<file path="src/rtl/dbgch_pkg.sv">
package dbgch_pkg;
    localparam int DATA_W   = 32;
    localparam int CHAN_W   = 4;
    localparam int NUM_CHAN = 16;

    localparam int IDX_CFG  = 1;   // word index of offset 0x08
    localparam int IDX_STAT = 2;   // 0x10
    localparam int IDX_RXD  = 3;   // 0x18
    localparam int IDX_TX0  = 4;   // 0x20, first transmit slot

    typedef struct packed {
        logic [CHAN_W-1:0] chan;
        logic [DATA_W-1:0] data;
    } tword_t;

    typedef enum logic [1:0] {
        TXT_OFF     = 2'd0,
        TXT_EMPTY   = 2'd1,
        TXT_NOTFULL = 2'd2,
        TXT_LOW     = 2'd3
    } tx_thr_e;

    typedef enum logic [1:0] {
        RXT_OFF      = 2'd0,
        RXT_FULL     = 2'd1,
        RXT_NOTEMPTY = 2'd2,
        RXT_HIGH     = 2'd3
    } rx_thr_e;

    function automatic logic tx_cond(tx_thr_e code, int cnt, int depth);
        case (code)
            TXT_EMPTY:   return cnt == 0;
            TXT_NOTFULL: return cnt < depth;
            TXT_LOW:     return (cnt * 4) <= depth;
            default:     return 1'b0;
        endcase
    endfunction

    function automatic logic rx_cond(rx_thr_e code, int cnt, int depth);
        case (code)
            RXT_FULL:     return cnt == depth;
            RXT_NOTEMPTY: return cnt != 0;
            RXT_HIGH:     return (cnt * 4) >= (depth * 3);
            default:      return 1'b0;
        endcase
    endfunction
endpackage

</file>
<file path="src/rtl/dbgch_fifo.sv">
module dbgch_fifo
    import dbgch_pkg::*;
#(
    parameter int DEPTH = 8
) (
    input  logic                       clk,
    input  logic                       rst,
    input  logic                       push,
    input  tword_t                     pin,
    input  logic                       pop,
    output tword_t                     pout,
    output logic [$clog2(DEPTH+1)-1:0] count,
    output logic                       empty,
    output logic                       full
);
    localparam int CNT_W = $clog2(DEPTH + 1);
    localparam int PTR_W = (DEPTH > 1) ? $clog2(DEPTH) : 1;
    localparam logic [PTR_W-1:0] LAST = PTR_W'(DEPTH - 1);

    tword_t           mem [DEPTH];
    logic [PTR_W-1:0] wr_ptr, rd_ptr;
    logic             push_ok, pop_ok;

    assign empty   = (count == '0);
    assign full    = (count == CNT_W'(DEPTH));
    assign push_ok = push && !full;
    assign pop_ok  = pop && !empty;
    assign pout    = empty ? '0 : mem[rd_ptr];

    always_ff @(posedge clk) begin
        if (push_ok) mem[wr_ptr] <= pin;
    end

    always_ff @(posedge clk) begin
        if (rst) begin
            wr_ptr <= '0;
            rd_ptr <= '0;
            count  <= '0;
        end else begin
            if (push_ok) wr_ptr <= (wr_ptr == LAST) ? '0 : wr_ptr + 1'b1;
            if (pop_ok)  rd_ptr <= (rd_ptr == LAST) ? '0 : rd_ptr + 1'b1;
            case ({push_ok, pop_ok})
                2'b10:   count <= count + 1'b1;
                2'b01:   count <= count - 1'b1;
                default: count <= count;
            endcase
        end
    end

    a_r3_no_overflow: assert property (@(posedge clk) disable iff (rst)
        count <= CNT_W'(DEPTH));
    a_r3_full_drop: assert property (@(posedge clk) disable iff (rst)
        (full && push && !pop) |=> (count == $past(count)));
    a_r7_empty_pop: assert property (@(posedge clk) disable iff (rst)
        (empty && pop && !push) |=> empty);
endmodule

</file>
<file path="src/rtl/dbgch_irq.sv">
module dbgch_irq
    import dbgch_pkg::*;
#(
    parameter int TX_DEPTH = 8,
    parameter int RX_DEPTH = 8,
    parameter int TXC_W    = 4,
    parameter int RXC_W    = 4
) (
    input  tx_thr_e          tx_code,
    input  rx_thr_e          rx_code,
    input  logic [TXC_W-1:0] tx_count,
    input  logic [RXC_W-1:0] rx_count,
    output logic             irq
);
    logic tx_hit, rx_hit;

    always_comb begin
        tx_hit = tx_cond(tx_code, int'(tx_count), TX_DEPTH);
        rx_hit = rx_cond(rx_code, int'(rx_count), RX_DEPTH);
        irq    = tx_hit | rx_hit;
    end
endmodule

</file>
<file path="src/rtl/dbgch_periph.sv">
module dbgch_periph
    import dbgch_pkg::*;
#(
    parameter int TX_DEPTH = 8,
    parameter int RX_DEPTH = 8,
    parameter int ADDR_W   = 8
) (
    input  logic              clk,
    input  logic              rst,
    input  logic              cpu_sel,
    input  logic              cpu_wr,
    input  logic [ADDR_W-1:0] cpu_addr,
    input  logic [31:0]       cpu_wdata,
    output logic [31:0]       cpu_rdata,
    input  logic              host_rx_valid,
    input  logic [3:0]        host_rx_chan,
    input  logic [31:0]       host_rx_data,
    output logic              host_rx_ready,
    output logic              host_tx_valid,
    output logic [3:0]        host_tx_chan,
    output logic [31:0]       host_tx_data,
    input  logic              host_tx_pop,
    output logic              irq
);
    localparam int TXC_W = $clog2(TX_DEPTH + 1);
    localparam int RXC_W = $clog2(RX_DEPTH + 1);
    localparam int IDX_W = ADDR_W - 3;

    logic [IDX_W-1:0] idx;
    logic             aligned, hit_cfg, hit_stat, hit_rxd, hit_tx;
    logic             wr_cyc, rd_cyc;
    logic [CHAN_W-1:0] slot;

    tx_thr_e tx_code;
    rx_thr_e rx_code;

    tword_t            tx_in, tx_head, rx_in, rx_head;
    logic [TXC_W-1:0]  tx_count;
    logic [RXC_W-1:0]  rx_count;
    logic              tx_empty, tx_full, rx_empty, rx_full;
    logic              tx_push, rx_pop;
    logic [31:0]       stat_word, cfg_word;

    // address decode: word index = byte offset / 8
    assign idx      = cpu_addr[ADDR_W-1:3];
    assign aligned  = (cpu_addr[2:0] == 3'b000);
    assign wr_cyc   = cpu_sel && cpu_wr;
    assign rd_cyc   = cpu_sel && !cpu_wr;
    assign hit_cfg  = aligned && (idx == IDX_W'(IDX_CFG));
    assign hit_stat = aligned && (idx == IDX_W'(IDX_STAT));
    assign hit_rxd  = aligned && (idx == IDX_W'(IDX_RXD));
    assign hit_tx   = aligned && (idx >= IDX_W'(IDX_TX0))
                              && (idx <  IDX_W'(IDX_TX0 + NUM_CHAN));
    assign slot     = CHAN_W'(idx - IDX_W'(IDX_TX0));

    // configuration: only the two threshold codes are state
    always_ff @(posedge clk) begin
        if (rst) begin
            tx_code <= TXT_OFF;
            rx_code <= RXT_OFF;
        end else if (wr_cyc && hit_cfg) begin
            tx_code <= tx_thr_e'(cpu_wdata[19:18]);
            rx_code <= rx_thr_e'(cpu_wdata[17:16]);
        end
    end

    assign tx_push    = wr_cyc && hit_tx;
    assign tx_in.chan = slot;
    assign tx_in.data = cpu_wdata;

    dbgch_fifo #(.DEPTH(TX_DEPTH)) u_txq (
        .clk(clk), .rst(rst),
        .push(tx_push), .pin(tx_in),
        .pop(host_tx_pop), .pout(tx_head),
        .count(tx_count), .empty(tx_empty), .full(tx_full)
    );

    assign rx_pop     = rd_cyc && hit_rxd;
    assign rx_in.chan = host_rx_chan;
    assign rx_in.data = host_rx_data;

    dbgch_fifo #(.DEPTH(RX_DEPTH)) u_rxq (
        .clk(clk), .rst(rst),
        .push(host_rx_valid), .pin(rx_in),
        .pop(rx_pop), .pout(rx_head),
        .count(rx_count), .empty(rx_empty), .full(rx_full)
    );

    assign host_rx_ready = !rx_full;
    assign host_tx_valid = !tx_empty;
    assign host_tx_chan  = tx_head.chan;
    assign host_tx_data  = tx_head.data;

    always_comb begin
        cfg_word        = '0;
        cfg_word[19:18] = tx_code;
        cfg_word[17:16] = rx_code;
        cfg_word[15:8]  = 8'(TX_DEPTH);
        cfg_word[7:0]   = 8'(RX_DEPTH);

        stat_word        = '0;
        stat_word[31:24] = 8'(tx_count);
        stat_word[23:16] = 8'(rx_count);
        stat_word[7:4]   = rx_head.chan;
        stat_word[3]     = rx_empty;
        stat_word[2]     = rx_full;
        stat_word[1]     = tx_empty;
        stat_word[0]     = tx_full;
    end

    always_comb begin
        cpu_rdata = '0;
        if (rd_cyc) begin
            if (hit_cfg)       cpu_rdata = cfg_word;
            else if (hit_stat) cpu_rdata = stat_word;
            else if (hit_rxd)  cpu_rdata = rx_head.data;
        end
    end

    dbgch_irq #(
        .TX_DEPTH(TX_DEPTH), .RX_DEPTH(RX_DEPTH),
        .TXC_W(TXC_W), .RXC_W(RXC_W)
    ) u_irq (
        .tx_code(tx_code), .rx_code(rx_code),
        .tx_count(tx_count), .rx_count(rx_count),
        .irq(irq)
    );

    a_r2_queue_visible: assert property (@(posedge clk) disable iff (rst)
        (tx_push && !tx_full && !host_tx_pop) |=> host_tx_valid);
    a_r4_rx_refuse: assert property (@(posedge clk) disable iff (rst)
        (!host_rx_ready && host_rx_valid && !rx_pop) |=> !host_rx_ready);
    a_r8_empty_irq: assert property (@(posedge clk) disable iff (rst)
        (tx_code == TXT_EMPTY && !host_tx_valid) |-> irq);
    a_r9_full_irq: assert property (@(posedge clk) disable iff (rst)
        (rx_code == RXT_FULL && !host_rx_ready) |-> irq);
    a_r10_quiet: assert property (@(posedge clk) disable iff (rst)
        (tx_code == TXT_OFF && rx_code == RXT_OFF) |-> !irq);
endmodule

</file>
<file path="config.mk">
export PLATFORM = sky130hd
export DESIGN_NAME = dbgch_periph
export DESIGN_NICKNAME = d
export VERILOG_FILES = /design/src/rtl/dbgch_pkg.sv /design/src/rtl/dbgch_fifo.sv /design/src/rtl/dbgch_irq.sv /design/src/rtl/dbgch_periph.sv
export SDC_FILE = /design/constraint.sdc
export NUM_CORES = 1
export LEC_CHECK = 0
export CORE_MARGIN = 2
export CORE_UTILIZATION = 50
export CTS_BUF_LIST = sky130_fd_sc_hd__clkbuf_8
export DETAILED_ROUTE_END_ITERATION = 10
export PLACE_DENSITY = 0.79
export SYNTH_ARGS = -nofsm -noshare
export SYNTH_HDL_FRONTEND = slang
export SYNTH_HIERARCHICAL = 1
export SYNTH_SLANG_ARGS = --single-unit
</file>
<file path="constraint.sdc">
create_clock -name clk -period 14.38 [get_ports clk]
set_input_delay 2.876 -clock clk [delete_from_list [all_inputs] [get_ports clk]]
set_output_delay 2.876 -clock clk [all_outputs]
set_load 0.02 [all_outputs]
</file>
* After elaboration in Yosys (flattened, before gate mapping)
Memory sizes are Yosys's and may differ from the RTL's. A register that Yosys moved wholly into a read port is not among the register bits.
Cells that the tools add are included.
** Word-level totals
- Register bits :: 24
- Bits in writable memories :: 576
- Output and inout port bits :: 71
- Logic and storage cells :: 93
- Memories :: 2
** Memories
- u_rxq.mem :: depth 8, width 36, rd ports 1, clocked after memory_dff 1, write ports 1, line dbgch_fifo.sv:20 : tword_t mem [DEPTH];
- u_txq.mem :: depth 8, width 36, rd ports 1, clocked after memory_dff 1, write ports 1, line dbgch_fifo.sv:20
** Cells by class
- Add/sub/neg operators :: 9
- Magnitude comparators :: 5
- Equal/unequal tests :: 20
- Mux-type cells :: 22
- Bitwise operators :: 1
- Reductions and logical operators :: 26
** Operator list (count)
- $mux W32 :: 4
- $mux W36 :: 2
- $mux W3 :: 8
- $pmux W4 S2 :: 2
- $logic_and A1 B1 Y1 :: 14
- $add A3 B1 Y3 const B :: 4
- $eq A2 B2 Y1 const B :: 6
- $eq A3 B3 Y1 const B :: 4
- $eq A4 B4 Y1 const B :: 3
- $logic_not A4 Y1 :: 3
- $eq A5 B2 Y1 const B :: 2
- $add A4 B1 Y4 const B :: 2
- $eq A2 B1 Y1 const B :: 4
- $sub A4 B1 Y4 const B :: 2
- $ge A6 B5 Y1 const B :: 1
- $le A6 B4 Y1 const B :: 1
- $pmux W1 S3 :: 2
- $eq A5 B1 Y1 const B :: 1
- $ge A5 B3 Y1 const B :: 1
- $logic_not A1 Y1 :: 5
- $lt A5 B5 Y1 const B :: 1
- $lt A4 B4 Y1 const B :: 1
- $mux W1 :: 4
- $reduce_bool A2 Y1 :: 2
- 4 further kinds :: 4

* Logic depth before layout (Yosys ltp)
- Depth in word-level cells :: 7
- Mapped depth :: 14

* Cells and area by module
Netlist, hierarchy kept.
** By module, submodules not included
- dbgch_fifo :: times used 2, cells an instance 533, area an instance 11628.7 um^2, sequential area each 8908.5 um^2
- dbgch_periph :: times used 1, cells an instance 98, area an instance 730.7 um^2, sequential area each 80.1 um^2
- dbgch_irq :: times used 1, cells an instance 13, area an instance 78.8 um^2, sequential area each 0.0 um^2

* Worst setup path after synthesis
No wires, ideal clock.
- Path kind :: input to register
- Start point :: in cpu_addr[2]
- End point :: mem u_txq/mem[0][0] (netlist name) (enable)
- Setup time :: 0.519 ns
- Data arrival time :: 7.617 ns
- Setup slack :: 6.244 ns
- Cell stages on the path :: 5
- Cells stage by stage :: or4b_4 > nor4b_1 > a21bo_1 > buf_6 > nor4_1
** Between the ends
- Longest elaborated chain between the ends :: 7
** RTL lines
- start, declared :: line dbgch_periph.sv:12 : input logic [ADDR_W-1:0] cpu_addr,
- $logic_not A3 Y1 :: line dbgch_periph.sv:46 : assign aligned = (cpu_addr[2:0] == 3'b000);
- $logic_and A1 B1 Y1 :: line dbgch_periph.sv:52 : assign hit_tx = aligned && (idx >= IDX_W'(IDX_TX0))
- $logic_and A1 B1 Y1 :: line dbgch_periph.sv:53 : && (idx < IDX_W'(IDX_TX0 + NUM_CHAN));
- $logic_and A1 B1 Y1 :: line dbgch_periph.sv:67 : assign tx_push = wr_cyc && hit_tx;
- net tx_push :: line dbgch_periph.sv:41 : logic tx_push, rx_pop;
- $logic_and A1 B1 Y1 :: line dbgch_fifo.sv:26 : assign push_ok = push && !full;
- $mux W1 :: line dbgch_fifo.sv:31 : if (push_ok) mem[wr_ptr] <= pin;
- $mux W1 (implied by the code) :: line dbgch_fifo.sv:31
- end, declared :: line dbgch_fifo.sv:20
The timed path passes the listed nets, and every way through them passes these cells.

* Worst setup path after layout
- Start point :: in cpu_addr[5]
- End point :: out cpu_rdata[21]
** Between the ends
- Longest elaborated chain between the ends :: 6
- Elaborated cells on any way between the ends :: 10
- Those cells by class :: eq/ne: 3; mux: 4; reduce/logical: 3
** RTL lines
- $eq A5 B2 Y1 :: line dbgch_periph.sv:51 : assign hit_rxd = aligned && (idx == IDX_W'(IDX_RXD));
- $logic_and A1 B1 Y1 :: line dbgch_periph.sv:51
- $mux W32 :: line dbgch_periph.sv:116 : else if (hit_rxd) cpu_rdata = rx_head.data;
- $mux W32 :: line dbgch_periph.sv:115 : else if (hit_stat) cpu_rdata = stat_word;
- $mux W32 * :: line dbgch_periph.sv:114 : if (hit_cfg) cpu_rdata = cfg_word;
- $mux W32 * :: line dbgch_periph.sv:113 : if (rd_cyc) begin
- end, declared :: line dbgch_periph.sv:14 : output logic [31:0] cpu_rdata,
Mark *: on every way between the ends. The rest lies on a longest branch, timed or not.

==> flow_metrics.tcl <==
set metrics [dict create \
    dr.pass1.iters 5 \
    postRouteAntennaNets 0 \
    yosys_most_used_dff "edfxtp_1" \
    clock_sinks 606 \
    grt_max_degree 73 \
    vias_per_cell 5.739 \
    ir_drop_v 0.0001086 \
    outcome "completed" \
    hp-class "reg -> reg" \
    period_share 0.5924 \
    portBuffers 152 \
    yosysUniqueCellTypes 43 \
    seqPwrFrac 0.571 \
    cts_resized 0 \
    area_delta_synth_final_pct 16.67 \
    synth_fp_nets 1275 \
    yosysWarnings 6 \
    syn_area_per_cell_um2 20.45 \
    drive_above_1_share 0.2315 \
    critPathRequiredTime_ps 11500 \
    finClkSkew_ps 32.60 \
    ys_top_cells_by_count "edfxtp_1 (576), mux4_2 (144), nor2_1 (110)" \
    root_buffer "clkbuf_8" \
    reg2reg_slack_ps 11050 \
    relSlewSlack 0.2689 \
    period_minus_slack_ps 8519 \
    initial_utilization 0.5051 \
    cts_tree "built" \
    clockBufferDepth 3 \
    fin_hold_ws_ps 479.2 \
    drv_cap 0 \
    drc 0 \
    multi_input_area_mm2 0.005832 \
    fin_nets 1495 \
    clk_latency_ps 680 \
    antenna_found_initial 4 \
    hold_path_depth 2 \
    cts-htree-levels 3 \
    fp.dieH_um 223.4 \
    power.density_mw_per_mm2 122.4 \
    dpl.hpwl_um 27530 \
    num_rows 80 \
    layoutNonFillerInstCount 2088 \
    hold_violations 0 \
    setup-tns-final_ps 0 \
    clockPowerShare 0.390 \
    maxSlewViolCount 0 \
    core_mm2 0.04765 \
    yosysTopAreaCellShare 0.7187 \
    cts_setup_buffers 0 \
    yosysMostFrequentCell "edfxtp_1" \
    register_area_mm2 0.01791 \
    async_flop_share 0 \
    vias 11982 \
    cts_hold_buf 0 \
    rsz0062_at_grt "no" \
    initialDrtViolationCount 931 \
    critPathLaunchType "input pin" \
    ys_ff_latch 606 \
    min_from "u_rxq/rd_ptr[1]$_SDFFE_PP0N_" \
    numCtsBuffers 95 \
    p_comb_frac 0.040 \
    wl_per_cell_um 23.81 \
    leakage_nw 8.820 \
    die_w_um 223.4 \
    insertedDiodeCount 0 \
    synth_area_mm2 0.02407 \
    ys_seq_area_frac 0.7436 \
    yosysTopAreaCell "edfxtp_1" \
    syn_inst 1177 \
    cp_max_fo 12 \
    synth-edff-count 576 \
    grt_pass1_vias 12757 \
    reg2reg_to "u_txq/count[2]$_SDFFE_PP0P_" \
    p_int_w 0.002698 \
    tightest_slew_ps 1097 \
    path_class "in -> out" \
    io_pins 153 \
    gp_congestion 0.7315 \
    fillCellCount 3419 \
    finalSetupViolations 0 \
    switchingPower_w 0.0007387 \
    r2r_cells 11 \
    fmax_mhz 117.4 \
    clk_transition_reported_paths_ps 60 \
    end_kind "output port" \
    drt_wl_total_um 49710 \
    grt_pass1_wl_um 74580 \
    grt_usage 0.2024 \
    grt.overflow.total 0 \
    arrival_ps 5640 \
    swShare 0.2150 \
    die_area_mm2 0.04991 \
    crit-reg2reg-launch "u_txq/count[1]$_SDFFE_PP0P_" \
    dp.cells 1915 \
    synthTopCellsByArea "edfxtp_1 (72%), mux4_2 (13%), mux2i_1 (3.9%)" \
]
## worst max-delay path by stage
stage,startpoint,endpoint,slack (ps)
finish,cpu_addr[5],cpu_rdata[21],5860
global route,cpu_addr[5],cpu_rdata[21],5760
CTS,cpu_addr[5],cpu_rdata[21],5860
detailed placement,cpu_addr[4],cpu_rdata[21],5910
global placement,cpu_addr[4],cpu_rdata[23],5970
floorplan,cpu_addr[2],u_txq/mem[0][0]$_DFFE_PP_,6240
## cells in the final DEF (no fill, tap or decap), drive strengths merged, types with 7 or more instances in the layout
| master | Yosys | routed |
|---|---|---|
| clkbuf | 7 | 101 |
| or3 | 7 | 7 |
| mux4 | 144 | 144 |
| nor2 | 110 | 110 |
| dfxtp | 30 | 30 |
| inv | 10 | 42 |
| and2 | 17 | 17 |
| edfxtp | 576 | 576 |
| mux2i | 93 | 93 |
| nor3 | 11 | 11 |
| clkdlybuf4s50 | 0 | 152 |
| a21oi | 14 | 14 |
| nand2b | 18 | 18 |
| o21ai | 8 | 8 |
| nand2 | 15 | 15 |
| buf | 53 | 31 |
| ha | 16 | 16 |
| clkinv | 1 | 35 |
## metrics by stage
step           utilization  power [W]  setup WS (ps)  cell area, µm²
4_1_cts             0.5893   0.003477           5859           28080
2_1_floorplan            -   0.002061           6244           24070
3_5_place_dp        0.5521   0.002134           5912           26310
6_report            0.5893   0.003436           5861           28080
3_3_place_gp        0.5521   0.002129           5971           26310
5_1_grt             0.5893   0.003555           5761           28080
## power groups by stage
stage / Combinational, W / Sequential, W / Clock, W
after floorplan: 0.0000669 / 0.00199 / 0
after global placement: 0.000133 / 0.00200 / 0
after detailed placement: 0.000137 / 0.00200 / 0
after CTS: 0.000138 / 0.00196 / 0.00138
after global routing: 0.000147 / 0.00196 / 0.00145
final: 0.000137 / 0.00196 / 0.00134
## per-layer routing
metal,share of wire,vias up,track usage,wire length [µm]
li1,-,5211,-,-
met1,0.39,6198,0.2477,19270
met2,0.51,470,0.3521,25510
met3,0.074,97,0.05308,3660
met4,0.025,6,0.06667,1229
met5,0.00091,-,0,45
## sequential cells by signal, summed over array words and instances, names as in the netlist, named ones only
signal / cells
rx_code: 2
tx_code: 2
u_rxq/count: 4
u_rxq/mem: 288
u_rxq/rd_ptr: 3
u_rxq/wr_ptr: 3
u_txq/count: 4
u_txq/mem: 288
u_txq/rd_ptr: 3
u_txq/wr_ptr: 3
## area by class of cell
class	instances	share of cell area
Multi-Input combinational cell	500	0.2077
Clock buffer	101	0.04951
Clock inverter	72	0.01359
Sequential cell	606	0.6379
Tap cell	615	0.02741
Inverter	11	0.001471
Timing Repair Buffer	183	0.06247
## critical path, cell delays in order
cell and delay [ps]:
clkdlybuf4s50_1 450, inv_1 230, ha_1 200, nand2b_1 240, nor4_4 520, buf_4 310, and2_1 170, clkdlybuf4s50_1 640
## cell families (layout without fill, tap and decap cells)
| group | Yosys count | count (layout) | share of synthesized area |
|---|---|---|---|
| DFF | 606 | 606 | 0.7436 |
| muxes | 243 | 243 | 0.1762 |
| and+or+nand+nor | 199 | 199 | 0.04138 |
| buffers and inverters | 71 | 367 | 0.01861 |
| AOI/OAI and AO/OA | 36 | 36 | 0.009618 |
| adders and majority gates | 16 | 16 | 0.008318 |
| xor gates and xnor gates | 6 | 6 | 0.002184 |
Note: power is estimated with default switching activity, not from simulation.
